File: src/rtl/i2cf_pkg.sv
package i2cf_pkg;
    localparam int BYTE_W = 8;
    localparam int ID_W   = 2;

    typedef enum logic [1:0] {
        FN_NONE = 2'b00,
        FN_MEM  = 2'b01,
        FN_CLK  = 2'b10,
        FN_CTL  = 2'b11
    } fn_e;

    localparam logic [3:0] NIB_MEM   = 4'b1010;
    localparam logic [3:0] NIB_CLK   = 4'b1101;
    localparam logic [3:0] NIB_CTL   = 4'b0011;
    localparam logic [4:0] MCODE_PFX = 5'b00001;

    typedef enum logic [2:0] {
        ST_IDLE,
        ST_ADDR,
        ST_ACK,
        ST_MCODE,
        ST_HOLD
    } st_e;
endpackage

File: src/rtl/i2cf_line_cond.sv
module i2cf_line_cond #(
    parameter int SYNC_STAGES = 2
) (
    input  logic clk,
    input  logic rst_n,
    input  logic scl_in,
    input  logic sda_in,
    output logic sda_q,
    output logic scl_rise,
    output logic scl_fall,
    output logic start_det,
    output logic stop_det
);
    localparam int LAST = SYNC_STAGES - 1;

    logic [SYNC_STAGES-1:0] scl_pipe;
    logic [SYNC_STAGES-1:0] sda_pipe;
    logic                   scl_prev;
    logic                   sda_prev;
    logic                   scl_q;

    // Idle bus level is high, so reset to ones to avoid false edges.
    always_ff @(posedge clk or negedge rst_n) begin
        if (!rst_n) begin
            scl_pipe <= '1;
            sda_pipe <= '1;
            scl_prev <= 1'b1;
            sda_prev <= 1'b1;
        end else begin
            scl_pipe[0] <= scl_in;
            sda_pipe[0] <= sda_in;
            for (int i = 1; i < SYNC_STAGES; i++) begin
                scl_pipe[i] <= scl_pipe[i-1];
                sda_pipe[i] <= sda_pipe[i-1];
            end
            scl_prev <= scl_pipe[LAST];
            sda_prev <= sda_pipe[LAST];
        end
    end

    assign scl_q     = scl_pipe[LAST];
    assign sda_q     = sda_pipe[LAST];
    assign scl_rise  = scl_q & ~scl_prev;
    assign scl_fall  = ~scl_q & scl_prev;
    assign start_det = scl_q & scl_prev & sda_prev & ~sda_q;
    assign stop_det  = scl_q & scl_prev & ~sda_prev & sda_q;
endmodule

File: src/rtl/i2cf_addr_decode.sv
module i2cf_addr_decode
    import i2cf_pkg::*;
(
    input  logic [BYTE_W-1:0] addr_byte,
    input  logic [ID_W-1:0]   dev_strap,
    input  logic              hs_mode,
    output logic              dec_match,
    output logic              dec_mcode,
    output fn_e               dec_func,
    output logic              dec_a16
);
    logic [3:0]      nib;
    logic [ID_W-1:0] id_bits;
    logic            id_ok;

    assign nib     = addr_byte[BYTE_W-1 -: 4];
    assign id_bits = addr_byte[3:2];
    assign id_ok   = (id_bits == dev_strap);

    always_comb begin
        dec_func = FN_NONE;
        unique case (nib)
            NIB_MEM: dec_func = FN_MEM;
            NIB_CLK: dec_func = FN_CLK;
            NIB_CTL: dec_func = FN_CTL;
            default: dec_func = FN_NONE;
        endcase
    end

    assign dec_match = id_ok && (dec_func != FN_NONE);
    assign dec_a16   = (dec_func == FN_MEM) ? addr_byte[1] : 1'b0;
    assign dec_mcode = !hs_mode && (addr_byte[BYTE_W-1 -: 5] == MCODE_PFX);
endmodule

File: src/rtl/i2cf_ctrl_fsm.sv
module i2cf_ctrl_fsm
    import i2cf_pkg::*;
(
    input  logic              clk,
    input  logic              rst_n,
    input  logic              sda_q,
    input  logic              scl_rise,
    input  logic              scl_fall,
    input  logic              start_det,
    input  logic              stop_det,
    input  logic              dec_match,
    input  logic              dec_mcode,
    input  fn_e               dec_func,
    input  logic              dec_a16,
    output logic [BYTE_W-1:0] shreg,
    output logic              sda_oe,
    output logic              sel_valid,
    output fn_e               sel_func,
    output logic              sel_rw,
    output logic              sel_a16,
    output logic              hs_mode
);
    localparam int CNT_W = $clog2(BYTE_W + 1);

    st_e             state;
    st_e             next;
    logic [CNT_W-1:0] bit_cnt;
    logic             ack_clk;
    logic             byte_done;

    assign byte_done = scl_fall && (bit_cnt == CNT_W'(BYTE_W));

    // Next-state logic
    always_comb begin
        next = state;
        if (stop_det) begin
            next = ST_IDLE;
        end else if (start_det) begin
            next = ST_ADDR;
        end else begin
            unique case (state)
                ST_IDLE:  next = ST_IDLE;
                ST_ADDR: begin
                    if (byte_done) begin
                        if (dec_match)      next = ST_ACK;
                        else if (dec_mcode) next = ST_MCODE;
                        else                next = ST_HOLD;
                    end
                end
                ST_ACK:   if (scl_fall && ack_clk) next = ST_HOLD;
                ST_MCODE: if (scl_fall && ack_clk) next = ST_HOLD;
                ST_HOLD:  next = ST_HOLD;
                default:  next = ST_IDLE;
            endcase
        end
    end

    // State register
    always_ff @(posedge clk or negedge rst_n) begin
        if (!rst_n) state <= ST_IDLE;
        else        state <= next;
    end

    // Shift register, bit counter and ninth-clock tracker
    always_ff @(posedge clk or negedge rst_n) begin
        if (!rst_n) begin
            shreg   <= '0;
            bit_cnt <= '0;
            ack_clk <= 1'b0;
        end else begin
            if (start_det) begin
                bit_cnt <= '0;
                ack_clk <= 1'b0;
            end else if (state == ST_ADDR) begin
                ack_clk <= 1'b0;
                if (scl_rise && bit_cnt < CNT_W'(BYTE_W)) begin
                    shreg   <= {shreg[BYTE_W-2:0], sda_q};
                    bit_cnt <= bit_cnt + 1'b1;
                end
            end else if (state == ST_ACK || state == ST_MCODE) begin
                if (scl_rise) ack_clk <= 1'b1;
            end
        end
    end

    // Output registers
    always_ff @(posedge clk or negedge rst_n) begin
        if (!rst_n) begin
            sda_oe    <= 1'b0;
            sel_valid <= 1'b0;
            sel_func  <= FN_NONE;
            sel_rw    <= 1'b0;
            sel_a16   <= 1'b0;
            hs_mode   <= 1'b0;
        end else begin
            sel_valid <= 1'b0;
            if (stop_det) begin
                sda_oe  <= 1'b0;
                hs_mode <= 1'b0;
            end else if (start_det) begin
                sda_oe <= 1'b0;
            end else begin
                if (state == ST_ADDR && next == ST_ACK) begin
                    sda_oe    <= 1'b1;
                    sel_valid <= 1'b1;
                    sel_func  <= dec_func;
                    sel_rw    <= shreg[0];
                    sel_a16   <= dec_a16;
                end
                if (state == ST_ACK && next == ST_HOLD) begin
                    sda_oe <= 1'b0;
                end
                if (state == ST_MCODE && next == ST_HOLD) begin
                    hs_mode <= 1'b1;
                end
            end
        end
    end
endmodule

File: src/rtl/i2cf_slave_front.sv
module i2cf_slave_front
    import i2cf_pkg::*;
#(
    parameter int SYNC_STAGES = 2
) (
    input  logic       clk,
    input  logic       rst_n,
    input  logic       scl_in,
    input  logic       sda_in,
    input  logic [1:0] dev_strap,
    output logic       sda_oe,
    output logic       sel_valid,
    output logic [1:0] sel_func,
    output logic       sel_rw,
    output logic       sel_a16,
    output logic       hs_mode
);
    logic              sda_q;
    logic              scl_rise;
    logic              scl_fall;
    logic              start_det;
    logic              stop_det;
    logic [BYTE_W-1:0] shreg;
    logic              dec_match;
    logic              dec_mcode;
    fn_e               dec_func;
    logic              dec_a16;
    fn_e               func_q;

    i2cf_line_cond #(.SYNC_STAGES(SYNC_STAGES)) u_line (
        .clk       (clk),
        .rst_n     (rst_n),
        .scl_in    (scl_in),
        .sda_in    (sda_in),
        .sda_q     (sda_q),
        .scl_rise  (scl_rise),
        .scl_fall  (scl_fall),
        .start_det (start_det),
        .stop_det  (stop_det)
    );

    i2cf_addr_decode u_dec (
        .addr_byte (shreg),
        .dev_strap (dev_strap),
        .hs_mode   (hs_mode),
        .dec_match (dec_match),
        .dec_mcode (dec_mcode),
        .dec_func  (dec_func),
        .dec_a16   (dec_a16)
    );

    i2cf_ctrl_fsm u_fsm (
        .clk       (clk),
        .rst_n     (rst_n),
        .sda_q     (sda_q),
        .scl_rise  (scl_rise),
        .scl_fall  (scl_fall),
        .start_det (start_det),
        .stop_det  (stop_det),
        .dec_match (dec_match),
        .dec_mcode (dec_mcode),
        .dec_func  (dec_func),
        .dec_a16   (dec_a16),
        .shreg     (shreg),
        .sda_oe    (sda_oe),
        .sel_valid (sel_valid),
        .sel_func  (func_q),
        .sel_rw    (sel_rw),
        .sel_a16   (sel_a16),
        .hs_mode   (hs_mode)
    );

    assign sel_func = func_q;
endmodule

File: config.mk
export PLATFORM = sky130hd
export DESIGN_NAME = i2cf_slave_front
export DESIGN_NICKNAME = d
export VERILOG_FILES = /design/src/rtl/i2cf_pkg.sv /design/src/rtl/i2cf_line_cond.sv /design/src/rtl/i2cf_addr_decode.sv /design/src/rtl/i2cf_ctrl_fsm.sv /design/src/rtl/i2cf_slave_front.sv
export SDC_FILE = /design/constraint.sdc
export NUM_CORES = 1
export LEC_CHECK = 0
export ABC_AREA = 0
export BUFFER_PORTS_ARGS = -buffer_cell sky130_fd_sc_hd__buf_2
export CAP_MARGIN = 15
export CORE_ASPECT_RATIO = 1.5
export CORE_MARGIN = 4
export CORE_UTILIZATION = 30
export CTS_BUF_LIST = sky130_fd_sc_hd__clkbuf_2 sky130_fd_sc_hd__clkbuf_4 sky130_fd_sc_hd__clkbuf_8
export DETAILED_ROUTE_END_ITERATION = 8
export HOLD_SLACK_MARGIN = 0.15
export PLACE_DENSITY = 0.46
export SLEW_MARGIN = 20
export SYNTH_ARGS = -nofsm -noshare
export SYNTH_HDL_FRONTEND = slang
export SYNTH_SLANG_ARGS = --single-unit
File: constraint.sdc
create_clock -name clk -period 3 [get_ports clk]
set_input_delay 0.6 -clock clk [delete_from_list [all_inputs] [get_ports clk]]
set_output_delay 0.6 -clock clk [all_outputs]
set_load 0.05 [all_outputs]
After elaboration in Yosys (flattened, before gate mapping)
Cells that the tools add are included.
Word-level totals
  register bits after elaboration: 29
  input port bits: 6
  output and inout bits: 7
  word-level logic and storage cells: 92
Cells by class
  add/sub/neg operators: 1
  magnitude comparators: 1
  eq/ne operators: 14
  mux-type cells: 26
  bitwise gates (word level): 13
  reduce and logical (&&, ||, !) cells: 23
Operators by type and width (count)
  two-way mux 3 bit: 6
  two-way mux 1 bit: 15
  == test 4 bit, second input constant: 3
  two-way mux 4 bit: 3
  == test 3 x 2 -> 1 bit, second input constant: 3
  one-hot mux 3 bit (3 select lines): 1
  logical AND 1 bit: 8
  nonzero test 2 bit: 4
  bitwise AND 1 bit: 7
  == test 3 bit, second input constant: 2
  NOT 1 bit: 6
  one-hot mux 2 bit (3 select lines): 1
  AND reduction 2 bit: 3
  AND reduction 3 bit: 2
  nonzero test 3 bit: 2
  == test 5 x 1 -> 1 bit, second input constant: 1
  adder 4 x 1 -> 4 bit, second input constant: 1
  == test 4 x 2 -> 1 bit, second input constant: 1
  < comparator 4 bit, second input constant: 1
  nonzero test 4 bit: 1
  == test 3 x 1 -> 1 bit, second input constant: 1
  == test 2 x 1 -> 1 bit, second input constant: 1
  == test 2 bit: 1
  inequality test 2 x 1 -> 1 bit, second input constant: 1
  3 further kinds: 3

Longest topological paths before layout
  depth after elaboration: 15
  mapped depth: 6
  gate-level depth less buffers: 6

Cells and area by module
From an unflattened synthesis, not the netlist that was laid out.
Unflattened totals
  cell total of the unflattened synthesis: 117
  area, all modules: 1400.1 µm²
Modules (own cells, without submodules)
  i2cf_ctrl_fsm: instances 1, cells an instance 91, area an instance 1104.8 µm², seq. area each 575.6 µm²
  i2cf_line_cond: instances 1, cells an instance 10, area an instance 190.2 µm², seq. area each 157.7 µm²
  i2cf_addr_decode: instances 1, cells an instance 16, area an instance 105.1 µm², seq. area each 0.0 µm²

Worst setup path before layout
OpenSTA, ideal clock, no wires.
  path kind: register to register
  start point: register u_fsm.state[2]
  end point: register u_fsm.shreg[3]
  library setup time: 125 ps
  data arrival time: 1707 ps
  data required time: 2875 ps
  setup slack: 1168 ps
  stages on the path, launching flop included: 6
  buffers on the path: 2
  period minus slack after synthesis: 1832 ps
  cells stage by stage: dfrtp_1 -> or3b_4 -> or3_1 -> buf_6 -> buf_8 -> mux2_4
Between the ends
  longest elaborated chain between the ends: 2
Ends and longest elaborated chain
  from (decl): RTL line i2cf_ctrl_fsm.sv:25  | st_e state;
  from (signal assigned): RTL line i2cf_ctrl_fsm.sv:61  | else state <= next;
  == test 3 x 1 -> 1 bit: RTL line i2cf_ctrl_fsm.sv:74  | end else if (state == ST_ADDR) begin
  AND reduction 3 bit (no line)
  to (signal assigned): RTL line i2cf_ctrl_fsm.sv:77  | shreg <= {shreg[BYTE_W-2:0], sda_q};
  to (decl): RTL line i2cf_ctrl_fsm.sv:15  | output logic [BYTE_W-1:0] shreg,
No other way between the ends.
A chain may end at the register's enable or synchronous reset.

Final worst setup path
  start point: register u_fsm.state[2]
  end point: register u_fsm.shreg[4]
The elaborated chain is that of the path after synthesis.

==> metrics.txt <==
io pins=13; Die X-Extent=63.0 um; Crit Path Class=register to register; Final Cycle Share=66.2%; Post-CTS Setup Inserts=0; area growth from synthesis to layout=15.3%; CTS max path bufs=2; Seq pwr share=46.2%; Switch Pwr=338 uW; count of different cell masters after synthesis=38; Placement Cell Area=1450 um2; Slew Limit Fails=0; leakage power=0.000741 uW; Tightest Pin Transition=0.655 ns; Int Pwr=858 uW; largest net degree at the start of global routing=30; Synth top area share=42.4%; number of buffers added to fix hold violations after cts=0; grt ovf=0; first-pass GRT wire length=4.75 mm; CTS Root Cell=clkbuf_8; status=complete, no violations; Syn Nets=123; Vias/cell=5.10; vias in the first global route=973; DP Wirelength=1.97 mm; post-synthesis sequential area ratio=54.0%; Die Area=5690 um2; Clock Skews=0.00787 ns; Finished Cell Area=1570 um2; Clock Latency Late Sink=0.28 ns; Area contributors post-synth=dfrtp_1 42%, dfstp_2 12%, mux2_2 6.6%; clock buffer count from CTS=5; Initial DRC Count=12; post-route ant nets=0; CTS H-tree depth=2; max frequency=503 MHz; minimum clock period=1.99 ns; initial antenna violation count=0; largest area contributor in the netlist=dfrtp_1; port bufs=12; unrepaired setup endpoints after global routing=false; Avg Cell Area, Syn=11.8 um2; Final #Nets=139; clk slew on worst S/H paths=0.07 ns; Crit Path Max Fanout=14; sw frac=28.2%; total number of vias=907; clock sink count=29; max cap viols=0; CORE AREA=4320 um2; CTS tree=yes; final setup TNS=0 ns; Post-route DRC=0; layout cells sized above 1=31.1%; power density of the placed cells=763 nW/um2; final setup fails=0; WL final=2.66 mm; Slew headroom=56.3%; Die H=90.4 um; num rows=29; min setup slack post-route=1.01 ns; combinational cell fraction of total power=18.8%; CTS resizes=0; antenna cells=0; HP Class=input port to async pin; most frequent cells after synthesis=23 x dfrtp_1, 8 x inv_1, 8 x mux2_2; Initial Utilization=31.5%; Most used DFF post-synth=dfrtp_1; Final Hold Viols=0; Yosys reg bits=29; critical path arrival=2.14 ns; Async S/R FF share, synth=100%; Place WS=1.01 ns; total track usage=10.8%; synth warn=0; startpoint types=register; WP data required=3.16 ns; Gate Count Post-Synth=115; worst vdd ir=0.369 mV; CP Capture Type=register; top-count cell post-synth=dfrtp_1; Detailed Routing Iterations Pass 1=5; Mapped Area=1360 um2; Avg WL per Cell=14.9 um; gpl congestion=0.830; Clk network pwr share=35.1%; number of synthesized flops with an enable pin=0
==> power groups by stage <==
stage	registers (uW)	clock network, uW	logic, uW
CTS	553	435	230
finish	552	420	224
floorplan	537	0	186
global placement	560	0	225
global route	570	461	256
detailed placement	560	0	229
==> kinds of logic after synthesis <==
group	share of synthesized area, %
xor+xnor	3.22
fa+ha+maj	1.84
flops	54.0
buf+inv	4.42
mux	9.94
simple gates	18.6
compound gates	8.01
==> registers in the layout, summed over array words and instances, names as in the netlist <==
| register | cells |
|---|---|
| u_fsm.state | 3 |
| u_fsm.bit_cnt | 4 |
| u_line.sda_prev | 1 |
| u_fsm.sda_oe | 1 |
| u_fsm.sel_rw | 1 |
| u_fsm.sel_valid | 1 |
| u_fsm.sel_func | 2 |
| u_fsm.hs_mode | 1 |
| u_fsm.ack_clk | 1 |
| u_line.scl_pipe | 2 |
| u_fsm.sel_a16 | 1 |
| u_fsm.shreg | 8 |
| u_line.scl_prev | 1 |
| u_line.sda_pipe | 2 |
==> per-stage QoR <==
step | utilization (%) | power [uW] | hold slack, ns | cells
final | 36.3 | 1200 | 0.345 | 178
after CTS | 36.3 | 1220 | 0.358 | 178
after floorplan | - | 723 | 0.304 | 115
after global placement | 33.5 | 785 | 0.345 | 170
after detailed placement | 33.5 | 789 | 0.347 | 170
after global routing | 36.3 | 1290 | 0.368 | 178
==> layer usage <==
layer / vias to the layer above / track usage [%] / wire [um]
met5: - / 0 / 0
met4: 0 / 5.34 / 34
met1: 444 / 12.4 / 1110
met2: 20 / 17.6 / 1430
li1: 439 / - / -
met3: 4 / 3.74 / 87
==> path summary, 6_finish.rpt <==
| path | from | endpoint | slack [ns] | cells past startpoint |
|---|---|---|---|---|
| setup / recovery | u_fsm.state[2]$_DFF_PN0_ | u_fsm.shreg[4]$_DFFE_PN0P_ | 1.01 | 3 |
| hold / removal | rst_n | u_fsm.state[1]$_DFF_PN0_ | 0.35 | 1 |
| setup reg to reg | u_fsm.state[2]$_DFF_PN0_ | u_fsm.shreg[4]$_DFFE_PN0P_ | 1.01 | 3 |
| hold reg to reg | u_line.scl_pipe[0]$_DFF_PN1_ | u_line.scl_pipe[1]$_DFF_PN1_ | 0.36 | 0 |
| max in group asynchronous | rst_n | u_fsm.sel_func[0]$_DFFE_PN0P_ | 2.22 | 1 |
| min in group clk | u_line.scl_pipe[0]$_DFF_PN1_ | u_line.scl_pipe[1]$_DFF_PN1_ | 0.36 | 0 |
==> layout make-up <==
cell class / count / area, um2
multi-input combinational: 75 / 566
inverter: 8 / 30.0
fill: 431 / 2750
clock buffer: 6 / 82.6
clock inverter: 2 / 37.5
sequential: 29 / 733
timing repair buffer: 12 / 60.1
tap: 46 / 57.6
==> critical path, cell delays in order, from the launching register on <==
cell	delay (ns)
dfrtp_1	0.42
or3b_4	0.43
or3_1	0.62
mux2_4	0.39
==> layout by cell type (no fill, tap or decap), types with 2 or more instances in the layout <==
cell type / n
dfrtp_1: 23
buf_2: 12
inv_1: 8
mux2_2: 8
nand2_1: 6
nand3_1: 6
clkbuf_8: 6
dfstp_2: 6
o21ai_0: 5
nor2_1: 5
xor2_1: 4
nor3b_1: 4
a21oi_1: 3
o21a_1: 3
mux2_4: 3
nand3b_1: 2
or3_1: 2
nand2b_1: 2
nor3_1: 2
nand4bb_1: 2
ha_1: 2
Note: power is estimated with default switching activity, not from simulation.
